`config.mk`:
```
export PLATFORM = sky130hd
export DESIGN_NAME = dma_addr_gen
export DESIGN_NICKNAME = d
export VERILOG_FILES = /design/src/rtl/dma_ag_pkg.sv /design/src/rtl/dma_ag_addr_ctr.sv /design/src/rtl/dma_ag_cnt_ctr.sv /design/src/rtl/dma_ag_phys_map.sv /design/src/rtl/dma_addr_gen.sv
export SDC_FILE = /design/constraint.sdc
export NUM_CORES = 1
export LEC_CHECK = 0
export BUFFER_PORTS_ARGS = -buffer_cell sky130_fd_sc_hd__buf_2
export CAP_MARGIN = 0
export CORE_UTILIZATION = 58
export CTS_CLUSTER_DIAMETER = 100
export DETAILED_ROUTE_END_ITERATION = 8
export GPL_TIMING_DRIVEN = 0
export PLACE_DENSITY = 0.92
export SLEW_MARGIN = 40
export SYNTH_ARGS = -nofsm -noshare
export SYNTH_HDL_FRONTEND = slang
export SYNTH_HIERARCHICAL = 1
export SYNTH_SLANG_ARGS = --single-unit
export TNS_END_PERCENT = 20
```
`constraint.sdc`:
```
create_clock -name clk -period 4.4 [get_ports clk]
set_clock_uncertainty 0.2 [all_clocks]
set_input_delay 0.66 -clock clk [delete_from_list [all_inputs] [get_ports clk]]
set_output_delay 0.66 -clock clk [all_outputs]
set_load 0.01 [all_outputs]
```
`src/rtl/dma_ag_pkg.sv`:
```
// Package: shared widths and the channel mode record.
package dma_ag_pkg;
    localparam int PHYS_W = 24;

    typedef struct packed {
        logic auto_init;  // reload from base copies at terminal count
        logic dec;        // step address downward
    } chan_mode_t;
endpackage

```
`src/rtl/dma_ag_addr_ctr.sv`:
```
// Address counter with base copy.
// Assumes the caller gives step only for an accepted transfer. reload is
// only meaningful together with step. load has priority over everything.
module dma_ag_addr_ctr #(
    parameter int AW = 16
) (
    input  logic          clk,
    input  logic          rst_n,
    input  logic          load,
    input  logic [AW-1:0] load_val,
    input  logic          step,
    input  logic          dec,
    input  logic          reload,
    output logic [AW-1:0] cur
);
    logic [AW-1:0] base;

    // Base copy: changes only on a host load.
    always_ff @(posedge clk) begin
        if (!rst_n)    base <= '0;
        else if (load) base <= load_val;
    end

    // Current address: load, reload at terminal count, or wrap-around step.
    always_ff @(posedge clk) begin
        if (!rst_n)               cur <= '0;
        else if (load)            cur <= load_val;
        else if (step && reload)  cur <= base;
        else if (step && dec)     cur <= cur - AW'(1);
        else if (step)            cur <= cur + AW'(1);
    end
endmodule

```
`src/rtl/dma_ag_cnt_ctr.sv`:
```
// Transfer counter with base copy. It holds transfers minus one and counts
// down, wrapping at zero. last is high while the count is zero, so the next
// accepted step is the final transfer.
module dma_ag_cnt_ctr #(
    parameter int CW = 16
) (
    input  logic          clk,
    input  logic          rst_n,
    input  logic          load,
    input  logic [CW-1:0] load_val,
    input  logic          step,
    input  logic          reload,
    output logic [CW-1:0] cur,
    output logic          last
);
    logic [CW-1:0] base;

    // Base copy: changes only on a host load.
    always_ff @(posedge clk) begin
        if (!rst_n)    base <= '0;
        else if (load) base <= load_val;
    end

    // Current count: load, reload at terminal count, or decrement with wrap.
    always_ff @(posedge clk) begin
        if (!rst_n)              cur <= '0;
        else if (load)           cur <= load_val;
        else if (step && reload) cur <= base;
        else if (step)           cur <= cur - CW'(1);
    end

    // Last-transfer flag: count at zero.
    always_comb last = (cur == '0);
endmodule

```
`src/rtl/dma_ag_phys_map.sv`:
```
// Forms the physical address, lane indication and byte residue from the
// page, address and count. The WORD_CH parameter picks the byte or word
// mapping. Purely combinational.
module dma_ag_phys_map
    import dma_ag_pkg::*;
#(
    parameter bit WORD_CH = 1'b0,
    parameter int AW      = 16,
    parameter int PW      = 8
) (
    input  logic [PW-1:0]     page,
    input  logic [AW-1:0]     addr,
    input  logic [AW-1:0]     cnt,
    output logic [PHYS_W-1:0] phys,
    output logic              odd_lane,
    output logic [AW:0]       residue
);
    logic [AW-1:0] units_left;

    // Remaining transfers, with wrap so a finished channel reads zero.
    always_comb units_left = cnt + AW'(1);

    generate
        if (WORD_CH) begin : g_word
            // Word mapping: address shifted up one, page bit 0 dropped.
            always_comb begin
                phys     = {page[PW-1:1], addr, 1'b0};
                odd_lane = 1'b0;
                residue  = {units_left, 1'b0};
            end
        end else begin : g_byte
            // Byte mapping: page above the address, lane from bit 0.
            always_comb begin
                phys     = {page, addr};
                odd_lane = addr[0];
                residue  = {1'b0, units_left};
            end
        end
    endgenerate
endmodule

```
`src/rtl/dma_addr_gen.sv`:
```
// One DMA channel's address and count datapath. It holds page, mode and
// mask and connects the address counter, the count counter and the physical
// mapper. Assumes the host does not strobe xfer while it is reprogramming;
// if it does, the load wins and the strobe is dropped.
module dma_addr_gen
    import dma_ag_pkg::*;
#(
    parameter bit WORD_CH = 1'b0,
    parameter int AW      = 16,
    parameter int PW      = 8
) (
    input  logic              clk,
    input  logic              rst_n,
    input  logic              ld_addr,
    input  logic              ld_cnt,
    input  logic              ld_page,
    input  logic              ld_mode,
    input  logic [AW-1:0]     host_data,
    input  logic              mode_auto,
    input  logic              mode_dec,
    input  logic              mask_set,
    input  logic              mask_clr,
    input  logic              xfer,
    output logic [PHYS_W-1:0] phys_addr,
    output logic              odd_lane,
    output logic              word_xfer,
    output logic              tc,
    output logic              masked,
    output logic [AW:0]       residue
);
    logic          ld_any;
    logic          xfer_ok;
    logic          cnt_last;
    logic          do_reload;
    logic [PW-1:0] page_q;
    logic [AW-1:0] addr_q;
    logic [AW-1:0] cnt_q;
    chan_mode_t    mode_q;

    // Strobe acceptance: unmasked and no host load this cycle.
    always_comb begin
        ld_any    = ld_addr | ld_cnt | ld_page | ld_mode;
        xfer_ok   = xfer & ~masked & ~ld_any;
        tc        = xfer_ok & cnt_last;
        do_reload = mode_q.auto_init;
        word_xfer = WORD_CH;
    end

    // Page register: host writes only, never carried into.
    always_ff @(posedge clk) begin
        if (!rst_n)       page_q <= '0;
        else if (ld_page) page_q <= host_data[PW-1:0];
    end

    // Mode register: auto-initialise and direction.
    always_ff @(posedge clk) begin
        if (!rst_n)       mode_q <= '0;
        else if (ld_mode) mode_q <= '{auto_init: mode_auto, dec: mode_dec};
    end

    // Mask: set by host or by terminal count without auto-initialise.
    always_ff @(posedge clk) begin
        if (!rst_n)                                    masked <= 1'b1;
        else if (mask_set || (tc && !mode_q.auto_init)) masked <= 1'b1;
        else if (mask_clr)                             masked <= 1'b0;
    end

    dma_ag_addr_ctr #(.AW(AW)) u_addr (
        .clk      (clk),
        .rst_n    (rst_n),
        .load     (ld_addr),
        .load_val (host_data),
        .step     (xfer_ok),
        .dec      (mode_q.dec),
        .reload   (tc & do_reload),
        .cur      (addr_q)
    );

    dma_ag_cnt_ctr #(.CW(AW)) u_cnt (
        .clk      (clk),
        .rst_n    (rst_n),
        .load     (ld_cnt),
        .load_val (host_data),
        .step     (xfer_ok),
        .reload   (tc & do_reload),
        .cur      (cnt_q),
        .last     (cnt_last)
    );

    dma_ag_phys_map #(.WORD_CH(WORD_CH), .AW(AW), .PW(PW)) u_map (
        .page     (page_q),
        .addr     (addr_q),
        .cnt      (cnt_q),
        .phys     (phys_addr),
        .odd_lane (odd_lane),
        .residue  (residue)
    );
endmodule

```
=== After elaboration in Yosys (flattened, before gate mapping) ===
Cells that the tools add are included.

* Flip-flop bits (word level): 75
* Input port bits: 27
* Output and inout port bits: 45
* Word-level logic and storage cells: 38

* Add/subtract/negate cells: 4
* Mux-type cells: 7
* Bitwise logic cells: 10
* Reductions and logical operators: 9

{| class="wikitable"
|+ Operators by type and width
! cell !! count
|-
| $mux 16 || 7
|-
| $add 16x1->16 const B || 2
|-
| $sub 16x1->16 const B || 2
|-
| $logic_not 16->1 || 1
|-
| $and 1x1->1 || 4
|-
| $reduce_bool 4->1 || 1
|-
| $logic_and 1x1->1 || 3
|-
| $not 1->1 || 3
|-
| $or 1x1->1 || 3
|-
| $reduce_bool 3->1 || 1
|-
| $reduce_or 2->1 || 1
|-
| $logic_not 1->1 || 1
|-
| $logic_or 1x1->1 || 1
|}

=== Depth between registers and ports, before layout ===
Gate-level depths: netlist of run 1.

* Depth in word-level cells: 10
* Depth in mapped cells: 14
* Depth with buffers taken out: 12

=== Hierarchy ===
Netlist of run 1, hierarchy kept.

{| class="wikitable"
|+ Modules (own cells, without submodules)
! module !! times used !! cells an instance !! area each (sq um) !! sequential area each (sq um)
|-
| dma_ag_addr_ctr || 1 || 309 || 2327.2 || 640.6
|-
| dma_ag_cnt_ctr || 1 || 218 || 1767.9 || 640.6
|-
| dma_addr_gen || 1 || 44 || 506.7 || 220.2
|-
| dma_ag_phys_map || 1 || 70 || 496.7 || 0.0
|}

=== Worst setup path after synthesis of run 1 ===
No wires, ideal clock.

* Kind: input port to flip-flop
* From: in ld_page
* To: reg u_addr.cur[8]
* Library setup time: 0.116 ns
* Arrival: 3.771 ns
* Data required time: 4.084 ns
* Setup slack: 0.312 ns
* Cell stages on the path: 12
* Path buffers: 2
* Cell sequence: buf_6 > or4b_4 > nor3_1 > nand2_1 > clkbuf_1 > xnor2_1 > ha_1 > nand3_1 > or2_2 > o22ai_1 > xor2_1 > o211a_1

* Longest elaborated chain between the ends: 9
* Elaborated cells on any way between the ends: 12
* Those cells by class: 3 x mux; 6 x bitwise; 3 x reduce/logical

{| class="wikitable"
|+ Ends and longest elaborated chain
! what !! RTL line !! RTL
|-
| start: declaration || dma_addr_gen.sv:16 || <nowiki>input logic ld_page,</nowiki>
|-
| $or 1x1->1 * (2 in a row) || dma_addr_gen.sv:42 || <nowiki>ld_any = ld_addr | ld_cnt | ld_page | ld_mode;</nowiki>
|-
| $not 1->1 * || dma_addr_gen.sv:43 || <nowiki>xfer_ok = xfer & ~masked & ~ld_any;</nowiki>
|-
| $and 1x1->1 * || dma_addr_gen.sv:43 ||
|-
| via xfer_ok || dma_addr_gen.sv:32 || <nowiki>logic xfer_ok;</nowiki>
|-
| $and 1x1->1 || dma_addr_gen.sv:44 || <nowiki>tc = xfer_ok & cnt_last;</nowiki>
|-
| $and 1x1->1 || dma_addr_gen.sv:75 || <nowiki>.reload (tc & do_reload),</nowiki>
|-
| $logic_and 1x1->1 || dma_ag_addr_ctr.sv:28 || <nowiki>else if (step && reload) cur <= base;</nowiki>
|-
| $mux 16 || dma_ag_addr_ctr.sv:28 ||
|-
| $mux 16 || dma_ag_addr_ctr.sv:27 || <nowiki>else if (load) cur <= load_val;</nowiki>
|-
| end signal: assignment || dma_ag_addr_ctr.sv:27 ||
|-
| end signal: assignment || dma_ag_addr_ctr.sv:28 ||
|-
| end signal: assignment || dma_ag_addr_ctr.sv:29 || <nowiki>else if (step && dec) cur <= cur - AW'(1);</nowiki>
|-
| end: declaration || dma_ag_addr_ctr.sv:14 || <nowiki>output logic [AW-1:0] cur</nowiki>
|}

The timed path passes the listed nets; every way through them passes the cells marked *.
A chain may end at the register's enable or synchronous reset.

=== Worst setup path after layout of run 1 ===
* From: in ld_page
* To: reg u_addr.cur[6]

The elaborated chain is that of the path after synthesis.

==> impl_metrics.csv, run 1 <==
group,metric,value,unit
placed_design,numPortBuffers,68,
routing,detail_route.iter0.violations,751,
finish,finalNetCount,750,
placed_design,globalplace.congestion,0.976,
cts,cts_root_buf,"sky130_fd_sc_hd__clkbuf_8",
finish,filler_cell_count,686,
worst_setup_path,ordered_list_of_cells_on_the_worst_path,"buf_6 > or4b_4 > nor3_4 > nand2_1 > clkbuf_1 > xnor2_1 > ha_1 > nand3_1 > or2_2 > a211oi_1 > a211o_1 > a31oi_1",
worst_setup_path,worst-setup-path-type,"in2reg",
synth,yosys_warnings,6,
synth,avg_cell_area_syn,7.95,um^2
floorplanning,die_height,95.8,um
routing,drcViolationCount,0,
worst_setup_path,critical_path.n_buffers_inverters,2,
floorplanning,chipWidth,95.8,um
timing,worst_slew_pin_slew,0.774,ns
finish,diode_count,0,
power_and_ir_drop,ir_drop,0.000234,V
worst_setup_path,cp_slowest_cell,"sky130_fd_sc_hd__or4b_4",
synth,synth_enable_flop_cells,0,
floorplanning,die-area,9170,um^2
power_and_ir_drop,power_leakage,2.34,nW
timing,drv_slew,0,
synth,synth_top_cells_by_count,"79 x sky130_fd_sc_hd__nand2_1, 75 x sky130_fd_sc_hd__dfxtp_1, 42 x sky130_fd_sc_hd__o21ai_0",
worst_setup_path,r2r_start,"u_cnt/cur[0]",
cts,cts_inserted_buffers,9,
grt,grt_antenna_before_repair,0,
grt,grt_usage,35.3,%
synth,synth_area_leader_cell,"sky130_fd_sc_hd__dfxtp_1",
synth,post_synth_inst_count,641,
grt,largest_net_degree_at_the_start_of_global_routing,15,
worst_setup_path,worst-path-max-fanout,13,
power_and_ir_drop,power_report.internal_total,1.19,mW
cts,htree_num_levels,3,
synth,yosys_register_bits,75,
floorplanning,floorplan.io_pins,72,
timing,maxClockFrequency,246,MHz
placed_design,detailedPlace.worstSlack,-0.150,ns
worst_setup_path,critPathCaptureType,"register",
routing,pre_antenna_drt_iters,5,
synth,ys_top_cells_by_area,"sky130_fd_sc_hd__dfxtp_1 29%, sky130_fd_sc_hd__mux2i_1 6.7%, sky130_fd_sc_hd__nand2_1 5.8%",
floorplanning,placement_row_count,33,
worst_setup_path,critPathArrivalTime,4.07,ns
floorplanning,initial_utilization,60.8,%
min_path,worst_hold_startpoint,"u_addr/base[10]",
timing,final_ws_setup,0.328,ns
routing,post_drt_wl_per_cell,18.9,um
synth,synth_fp_nets,671,
placed_design,placed_cells_incl_taps,814,
timing,final_setup_fails,0,
synth,synth_flop_cell,"sky130_fd_sc_hd__dfxtp_1",
cts,clk_pin_slew_worst_paths,0.08,ns
run_status,run_status,"complete, no violations",
power_and_ir_drop,power.density_cell_area,293,nW/um^2
worst_setup_path,startpoint_type,"input port",
placed_design,detailed_place_hpwl,11.4,mm
min_path,min_path_cells,2,
synth,yosys.cell_count.top_type,"sky130_fd_sc_hd__nand2_1",
finish,layout.cells.non_filler,830,
routing,dr_total_vias,5422,
cts,post_cts.repair.setup_buffers,0,
worst_setup_path,reg2reg_setup_slack,0.35,ns
synth,ys_async_sr_fraction,0,%
synth,synth_top_cell_area_share,29.4,%
grt,grt_overflow,0,
synth,seq_area_frac_synth,29.4,%
power_and_ir_drop,netSwitchingFraction,29.9,%
grt,grt_first_pass_wirelength,24.7,mm
timing,finalHoldViolations,0,
timing,post-route-period-util,92.5,%
min_path,hold_class,"reg2reg",
cts,clk_path_buf_depth,2,
timing,post-route-min-period,4.07,ns
routing,route.detailed.vias_per_inst,6.53,
finish,drive_gt1_share,18.6,%
timing,unrepaired_setup_endpoints_after_global_routing,"false",
grt,first_global_vias,4995,
worst_setup_path,cp_top_family,"simple AND/OR/NAND/NOR gates",
power_and_ir_drop,total_power,1.70,mW
power_and_ir_drop,netsw,510,uW
finish,synthToLayoutAreaGrowth,14.1,%
power_and_ir_drop,power.combinational.fraction,18.8,%
worst_setup_path,cp_data_required_time,4.40,ns
synth,synth.distinct_cells,76,
timing,max-slew-margin-rel,48.4,%
cts,clock-sinks,75,
power_and_ir_drop,seq_power_share,44.7,%
cts,tritoncts_clock_tree,"yes",
routing,final_antenna_net_count,0,
min_path,hold-path-endpoint,"u_addr/base[10]",
worst_setup_path,timing.rr.end,"u_addr/cur[7]",
run,maxCapViolations,0,
synth,synth_area,5100,um^2
power_and_ir_drop,clockPowerShare,36.5,%
cts,worstSkewPairLatency,0.36,ns
worst_setup_path,rr_worst_depth,13,
worst_setup_path,critPathMaxStageDelay,0.61,ns
routing,wl,15.7,mm
floorplanning,core,8380,um^2
[per-layer routing]
metal  global-route usage, %  up-vias  wire, um
met5                       0        -         0
met2                    52.9      408      7070
met3                    7.35       56      1790
li1                        -     2453         -
met1                    48.4     2505      6430
met4                    16.5        0       422
[through the flow]
stage               cell area, um^2  utilization (%)  TNS [ns]  hold slack [ns]
finish                         5820             69.4         0            0.273
global route                   5820             69.4         0            0.298
CTS                            5810             69.3         0            0.277
detailed placement             5580             66.5    -0.449            0.265
global placement               5570             66.5     -3.54            0.253
floorplan                      5100                -         0            0.240
[timing repair]
item                                    in CTS  in global routing
gates resized for setup                      0                  1
endpoints found under the setup margin       0                  2
hold buffers                                 0                  0
[power by group through the flow]
stage	registers [mW]	logic [mW]	clock network [mW]
floorplan	0.763	0.212	0
global placement	0.772	0.295	0
detailed placement	0.775	0.307	0
CTS	0.759	0.309	0.624
global route	0.767	0.345	0.649
finish	0.762	0.320	0.621
[worst max path at each step]
| stage | start | endpoint | slack, ns | depth (start not counted) |
|---|---|---|---|---|
| 2_1_floorplan | ld_page | u_addr/cur[8] | 0.31 | 12 |
| 3_3_place_gp | ld_page | u_addr/cur[6] | -0.60 | 12 |
| 3_5_place_dp | ld_page | u_addr/cur[8] | -0.15 | 12 |
| 4_1_cts | ld_page | u_addr/cur[8] | 0.20 | 12 |
| 5_1_grt | u_cnt/cur[0] | u_addr/cur[15] | 0.08 | 14 |
| 6_report | ld_page | u_addr/cur[6] | 0.33 | 12 |
[final cells by class]
cell class                 count  area (um^2)  share of cell area (%)
clock buffer                  10          138                    2.37
buffer                        72          379                    6.51
clock inverter                 6         93.8                    1.61
inverter                      20         75.1                    1.29
tap                          105          131                    2.26
sequential                    75         1500                    25.8
timing repair buffer          68          340                    5.85
multi-input combinational    474         3160                    54.3
[logic make-up (layout without fill, tap and decap cells)]
family          after synthesis  after routing  share of synthesized area (%)
mux                          34             34                           6.67
compound gates              152            152                           20.6
simple gates                258            258                           29.2
fa+ha+maj                     3              3                          0.736
buf+inv                      92            176                           8.91
flops                        75             75                           29.4
other cells                   2              2                          0.147
xor+xnor                     25             25                           4.29
[worst register-to-register path, stage by stage (launching register included)]
cell and delay, ns:
sky130_fd_sc_hd__dfxtp_1 0.42, sky130_fd_sc_hd__inv_1 0.11, sky130_fd_sc_hd__ha_1 0.21, sky130_fd_sc_hd__nor3b_4 0.46, sky130_fd_sc_hd__nand2_1 0.13, sky130_fd_sc_hd__nor3_1 0.33, sky130_fd_sc_hd__nand2_1 0.15, sky130_fd_sc_hd__nor4_4 0.40
sky130_fd_sc_hd__clkbuf_1 0.40, sky130_fd_sc_hd__buf_1 0.47, sky130_fd_sc_hd__a21oi_1 0.24, sky130_fd_sc_hd__o2bb2ai_1 0.17, sky130_fd_sc_hd__o31ai_1 0.10, sky130_fd_sc_hd__a32o_1 0.20
[flip-flops by register name, summed over array words and instances (netlist names)]
| name | flops |
|---|---|
| masked | 1 |
| mode_q | 1 |
| u_addr/cur | 16 |
| u_cnt/base | 16 |
| u_addr/base | 16 |
| do_reload | 1 |
| u_cnt/cur | 16 |
| page_q | 8 |
[cell usage in the layout, fill, tap and decap left out, types with 19 or more instances in the layout]
cell type                  Yosys  layout
sky130_fd_sc_hd__a21boi_0     21      21
sky130_fd_sc_hd__buf_2         0      68
sky130_fd_sc_hd__buf_4        27      27
sky130_fd_sc_hd__clkbuf_1     36      36
sky130_fd_sc_hd__dfxtp_1      75      75
sky130_fd_sc_hd__inv_1        19      19
sky130_fd_sc_hd__mux2i_1      34      34
sky130_fd_sc_hd__nand2_1      79      79
sky130_fd_sc_hd__nor2_1       30      30
sky130_fd_sc_hd__nor2b_1      31      31
sky130_fd_sc_hd__o21ai_0      42      42
Note: power is estimated with default switching activity, not from simulation.
==> run 2, diff against run 1 <==
Settings changed: CAP_MARGIN 0 to not set, CORE_UTILIZATION 58 to 36, GPL_ROUTABILITY_DRIVEN set to 0, PLACE_DENSITY 0.92 to 0.65.
==> run 2 against run 1 <==
Effect of this change: non-clock buffer count unchanged; core utilization decreased by 26 points; worst hold slack got worse by 0.0079 ns; sequential cell count unchanged; register-to-register slack improved by 0.05 ns; count of clock-buffer cells in the layout increased by 1; worst setup slack got worse by 0.076 ns; sequential power about the same; critical path type unchanged; largest power group is now the clock network.
==> impl_metrics.csv, run 2 (same netlist as run 1, synthesis figures left out) <==
group,metric,value,unit
routing,final_antenna_net_count,0,
routing,drcViolationCount,0,
timing,finalHoldViolations,0,
timing,unrepaired_setup_endpoints_after_global_routing,"false",
floorplanning,placement_row_count,43,
routing,route.detailed.vias_per_inst,5.59,
routing,wl,15.5,mm
timing,max-slew-margin-rel,53.1,%
worst_setup_path,endpoint,"u_addr/cur[8]",
cts,htree_num_levels,3,
cts,cts_inserted_buffers,9,
worst_setup_path,cp_slowest_cell,"sky130_fd_sc_hd__or4b_4",
cts,clock-sinks,75,
floorplanning,die-area,14600,um^2
grt,largest_net_degree_at_the_start_of_global_routing,14,
worst_setup_path,critPathMaxStageDelay,0.61,ns
worst_setup_path,r2r_start,"masked",
worst_setup_path,critPathCaptureType,"register",
routing,post_drt_wl_per_cell,17.2,um
power_and_ir_drop,power.density_cell_area,315,nW/um^2
power_and_ir_drop,power_leakage,2.39,nW
power_and_ir_drop,total_power,1.89,mW
grt,grt_usage,21.5,%
cts,clk_path_buf_depth,2,
floorplanning,floorplan.io_pins,72,
placed_design,numPortBuffers,68,
routing,dr_total_vias,5057,
worst_setup_path,cp_top_family,"simple AND/OR/NAND/NOR gates",
cts,cts_root_buf,"sky130_fd_sc_hd__clkbuf_16",
timing,final_setup_fails,0,
timing,worst_slew_pin_slew,0.704,ns
worst_setup_path,critical_path_cell_count,12,
worst_setup_path,critical_path.n_buffers_inverters,2,
worst_setup_path,crit_path_start,"ld_page",
finish,postLayoutCoreUtil,43.4,%
min_path,hold_class,"reg2reg",
worst_setup_path,critPathArrivalTime,4.18,ns
finish,synthToLayoutAreaGrowth,17.8,%
worst_setup_path,rr_worst_depth,11,
routing,detail_route.iter0.violations,422,
cts,tritoncts_clock_tree,"yes",
placed_design,postPlaceCellArea,5670,um^2
grt,first_global_vias,4590,
finish,drive_gt1_share,18.6,%
floorplanning,initial_utilization,36.9,%
worst_setup_path,worst-setup-path-type,"in2reg",
timing,drv_slew,0,
worst_setup_path,startpoint_type,"input port",
finish,postLayoutCellArea,6000,um^2
floorplanning,chipWidth,121,um
finish,finalNetCount,750,
grt,grt_first_pass_wirelength,24.6,mm
grt,grt_overflow,0,
worst_setup_path,reg2reg_setup_slack,0.40,ns
worst_setup_path,cp_data_required_time,4.43,ns
placed_design,detailed_place_hpwl,11.1,mm
power_and_ir_drop,ir_drop,0.000201,V
cts,cts_hold_buffers,0,
finish,layout_common_cells,"79 x sky130_fd_sc_hd__nand2_1, 75 x sky130_fd_sc_hd__dfxtp_1, 68 x sky130_fd_sc_hd__buf_2",
finish,layout_commonest_cell,"sky130_fd_sc_hd__nand2_1",
worst_setup_path,worst-path-max-fanout,13,
timing,post-route-min-period,4.15,ns
floorplanning,die_height,121,um
timing,maxClockFrequency,241,MHz
worst_setup_path,timing.rr.end,"u_addr/cur[8]",
worst_setup_path,ordered_list_of_cells_on_the_worst_path,"buf_6 > or4b_4 > nor3_4 > nand2_1 > clkbuf_1 > xnor2_1 > ha_1 > nand3_1 > or2_2 > o22ai_1 > xor2_1 > o211a_1",
timing,post-route-period-util,94.3,%
run,maxCapViolations,0,
grt,grt_antenna_before_repair,0,
finish,diode_count,0,
cts,worstSkewPairLatency,0.34,ns
run_status,run_status,"complete, no violations",
floorplanning,core,13800,um^2
cts,clk_pin_slew_worst_paths,0.06,ns
routing,pre_antenna_drt_iters,5,
run 2: stage by stage:
stage | hold WS, ns | std cells | setup TNS, ns | setup slack, ns
floorplan | 0.240 | 641 | 0 | 0.312
global placement | 0.254 | 889 | -4.31 | -0.748
detailed placement | 0.261 | 889 | -0.767 | -0.212
CTS | 0.269 | 905 | 0 | 0.142
global route | 0.296 | 905 | 0 | 0.0873
finish | 0.265 | 905 | 0 | 0.252
run 2: tightest hold or removal path: stages (launching register included):
cell and delay, ns:
sky130_fd_sc_hd__dfxtp_1 0.30, sky130_fd_sc_hd__nand2_1 0.05, sky130_fd_sc_hd__a21boi_0 0.06
run 2: where the power goes:
| group | internal (mW) | switching (mW) | total, mW |
|---|---|---|---|
| Sequential | 0.718 | 0.0445 | 0.762 |
| Combinational | 0.134 | 0.176 | 0.310 |
| Clock | 0.516 | 0.303 | 0.818 |
| Total | 1.37 | 0.523 | 1.89 |
run 2: metal layers:
metal  wire [um]  track usage (%)  share of wire (%)  vias to the layer above
met2        6660             32.1                 43                      219
li1            -                -                  -                     2445
met1        7300             30.6                 47                     2365
met4         413             9.26                2.7                        0
met3        1170             3.15                7.5                       28
met5           0                0                  0                        -
run 2: timing repair:
item                                   CTS  global route
endpoints found under the hold margin    0             0
buffers inserted                         0             0
setup endpoints to repair                0             2
gates resized for setup                  0             1
run 2: area by class of cell:
class | count | area (um^2)
timing repair buffer | 68 | 340
multi-input combinational | 474 | 3150
fill | 1373 | 7820
buffer | 72 | 380
tap | 180 | 225
sequential | 75 | 1500
clock buffer | 11 | 243
inverter | 20 | 75.1
clock inverter | 5 | 85.1
run 2: worst min-delay path by stage:
| stage | start | to | cells after the start |
|---|---|---|---|
| finish | u_addr/base[0] | u_addr/base[0] | 2 |
| floorplan | u_cnt/base[2] | u_cnt/base[2] | 2 |
| global placement | u_addr/base[0] | u_addr/base[0] | 2 |
| global route | u_cnt/base[11] | u_cnt/base[11] | 2 |
| CTS | u_addr/base[0] | u_addr/base[0] | 2 |
| detailed placement | u_addr/base[0] | u_addr/base[0] | 2 |
==> run 3, diff against run 2 <==
Settings changed: ABC_AREA set to 1.
==> run 3 against run 2 <==
Effect of this change: worst setup slack gained 0.84 ns; core utilization shrank 0.39 points; sequential power grew 0.9%; critical path type is now reg2out; critical endpoint is now tc.
==> impl_metrics.csv, run 3 <==
group,metric,value,unit
placed_design,detailedPlace.worstSlack,1.03,ns
synth,synth_fp_nets,841,
run,maxCapViolations,0,
power_and_ir_drop,power.density_cell_area,311,nW/um^2
synth,yosys_register_bits,75,
cts,htree_num_levels,3,
power_and_ir_drop,power.combinational.fraction,17.1,%
synth,yosys.cell_count.top_type,"sky130_fd_sc_hd__nand2_1",
worst_setup_path,critPathCaptureType,"primary output",
grt,largest_net_degree_at_the_start_of_global_routing,16,
timing,unrepaired_setup_endpoints_after_global_routing,"false",
worst_setup_path,startpoint_type,"register",
grt,grt_overflow,0,
routing,detail_route.iter0.violations,389,
routing,final_antenna_net_count,0,
synth,synth_area_leader_cell,"sky130_fd_sc_hd__dfxtp_1",
timing,final_setup_fails,0,
finish,drive_gt1_share,25.3,%
finish,diode_count,0,
grt,grt_first_pass_wirelength,22.9,mm
floorplanning,placement_row_count,44,
synth,synth.distinct_cells,40,
finish,sequential_cell_area,1500,um^2
power_and_ir_drop,clockPowerShare,43.3,%
power_and_ir_drop,seq_power_share,39.7,%
floorplanning,die-area,15300,um^2
floorplanning,initial_utilization,36.7,%
cts,cts_hold_buffers,0,
placed_design,numPortBuffers,68,
power_and_ir_drop,netsw,531,uW
cts,clk_path_buf_depth,2,
synth,seq_area_frac_synth,28.2,%
synth,post_synth_inst_count,811,
synth,synth_top_cells_by_count,"214 x sky130_fd_sc_hd__nand2_1, 75 x sky130_fd_sc_hd__dfxtp_1, 66 x sky130_fd_sc_hd__nor2_1",
routing,route.detailed.vias_per_inst,4.92,
routing,dr_total_vias,5313,
cts,tritoncts_clock_tree,"yes",
timing,post-route-min-period,3.31,ns
worst_setup_path,cp_data_required_time,3.54,ns
routing,pre_antenna_drt_iters,5,
worst_setup_path,worst-setup-path-type,"reg2out",
worst_setup_path,cp_slowest_cell,"sky130_fd_sc_hd__nor4_1",
finish,multi_input_area,3130,um^2
synth,synth_top_cell_area_share,28.2,%
worst_setup_path,worst-path-max-fanout,6,
run_status,run_status,"complete, no violations",
floorplanning,core,14500,um^2
timing,setup-tns-final,0,ns
timing,max-slew-margin-rel,48.1,%
cts,cts_inserted_buffers,9,
grt,grt_usage,19.2,%
synth,ys_async_sr_fraction,0,%
timing,final_ws_setup,1.09,ns
finish,filler_cell_count,1515,
synth,ys_top_cells_by_area,"sky130_fd_sc_hd__dfxtp_1 28%, sky130_fd_sc_hd__nand2_1 15%, sky130_fd_sc_hd__a21oi_1 6.0%",
synth,yosys_warnings,6,
cts,cts_root_buf,"sky130_fd_sc_hd__clkbuf_16",
synth,synth_area,5320,um^2
grt,first_global_vias,4679,
worst_setup_path,critPathMaxStageDelay,0.60,ns
routing,post_drt_wl_per_cell,13.4,um
power_and_ir_drop,netSwitchingFraction,27.4,%
finish,layout_common_cells,"214 x sky130_fd_sc_hd__nand2_1, 75 x sky130_fd_sc_hd__dfxtp_1, 72 x sky130_fd_sc_hd__buf_2",
finish,synthToLayoutAreaGrowth,17.1,%
cts,cts.repair.resized,0,
timing,drv_slew,0,
timing,worst_slew_pin_slew,0.772,ns
synth,avg_cell_area_syn,6.56,um^2
worst_setup_path,ordered_list_of_cells_on_the_worst_path,"inv_1 > ha_1 > nand2_1 > nor2_2 > nand3_1 > nor4_1 > nand3_2 > inv_1 > buf_2",
timing,post-route-period-util,75.1,%
worst_setup_path,reg2reg_setup_slack,1.16,ns
worst_setup_path,critPathArrivalTime,2.45,ns
finish,finalNetCount,920,
synth,synth_flop_cell,"sky130_fd_sc_hd__dfxtp_1",
worst_setup_path,crit_path_frequent_cell,"sky130_fd_sc_hd__inv_1",
power_and_ir_drop,ir_drop,0.000148,V
cts,post_cts.repair.setup_buffers,0,
power_and_ir_drop,power_report.internal_total,1.41,mW
floorplanning,die_height,124,um
grt,grt_antenna_before_repair,0,
timing,finalHoldViolations,0,
routing,drcViolationCount,0,
finish,layout_commonest_cell,"sky130_fd_sc_hd__nand2_1",
cts,clk_pin_slew_worst_paths,0.06,ns
placed_design,detailed_place_hpwl,11.4,mm
floorplanning,floorplan.io_pins,72,
timing,maxClockFrequency,303,MHz
cts,clock-sinks,75,
min_path,hold_class,"reg2reg",
power_and_ir_drop,power_leakage,2.95,nW
floorplanning,chipWidth,124,um
cts,worstSkewPairLatency,0.33,ns
routing,wl,14.5,mm
synth,synth_enable_flop_cells,0,
-- run 3: changes by cell type after synthesis, moves of 20 or more --
| cell | before | now |
|---|---|---|
| sky130_fd_sc_hd__nor2_1 | 30 | 66 |
| sky130_fd_sc_hd__nand2_1 | 79 | 214 |
| sky130_fd_sc_hd__nand2_2 | 0 | 26 |
| sky130_fd_sc_hd__mux2i_1 | 34 | 0 |
| sky130_fd_sc_hd__nand3_1 | 12 | 55 |
| sky130_fd_sc_hd__nor2b_1 | 31 | 0 |
| sky130_fd_sc_hd__inv_1 | 19 | 63 |
| sky130_fd_sc_hd__a21oi_1 | 11 | 64 |
| sky130_fd_sc_hd__nor2_2 | 0 | 20 |
| sky130_fd_sc_hd__clkbuf_1 | 36 | 6 |
-- run 3: path summary, 6_finish.rpt --
check,start,to,depth (start not counted)
worst max register to register,u_cnt/cur[0],u_addr/cur[0],12
worst max-delay path,u_cnt/cur[0],tc,9
worst min register to register,u_addr/base[0],u_addr/base[0],2
worst min-delay path,u_addr/base[0],u_addr/base[0],2
-- run 3: routing by layer --
metal	track usage, %	share of wire, %
met1	24.7	47
met2	34.1	50
met3	1.98	2.4
met4	4.52	0.59
met5	0	0
-- run 3: final cells by class --
type / instances / area share, %
buffer: 51 / 6.18
timing repair buffer: 68 / 5.46
clock inverter: 6 / 1.81
tap: 184 / 3.69
sequential: 75 / 24.1
clock buffer: 10 / 3.67
inverter: 81 / 4.88
multi-input combinational: 604 / 50.2
-- run 3: power by group through the flow --
stage | Clock, mW | Combinational (mW) | Sequential [mW]
CTS | 0.854 | 0.333 | 0.769
detailed placement | 0 | 0.331 | 0.784
global route | 0.887 | 0.372 | 0.775
floorplan | 0 | 0.241 | 0.768
global placement | 0 | 0.329 | 0.783
finish | 0.839 | 0.331 | 0.769
-- run 3: cell families after synthesis --
| logic type | count (synthesis) | share of synthesized area, % |
|---|---|---|
| flip-flops | 75 | 28.2 |
| buffers and inverters | 132 | 13.0 |
| AO/OA/AOI/OAI | 167 | 18.4 |
| adder cells (fa/ha/maj) | 3 | 0.706 |
| AND/OR/NAND/NOR | 421 | 37.7 |
| XOR/XNOR | 11 | 1.81 |
| other | 2 | 0.141 |
-- run 3: critical path: cells and delay by family, from the launching register on --
family	cells	cell delay [ns]
adders and majority gates	1	0.22
buffers and inverters	3	0.39
DFF	1	0.36
and+or+nand+nor	5	1.14
-- run 3: stage by stage --
step,hold WS (ns),instances,utilization [%],instance area [um^2],power [mW]
after floorplan,0.238,811,-,5320,1.01
after global placement,0.249,1063,40.7,5890,1.11
after detailed placement,0.251,1063,40.7,5890,1.12
after CTS,0.261,1079,43.0,6230,1.96
after global routing,0.276,1079,43.0,6230,2.03
final,0.258,1079,43.0,6230,1.94
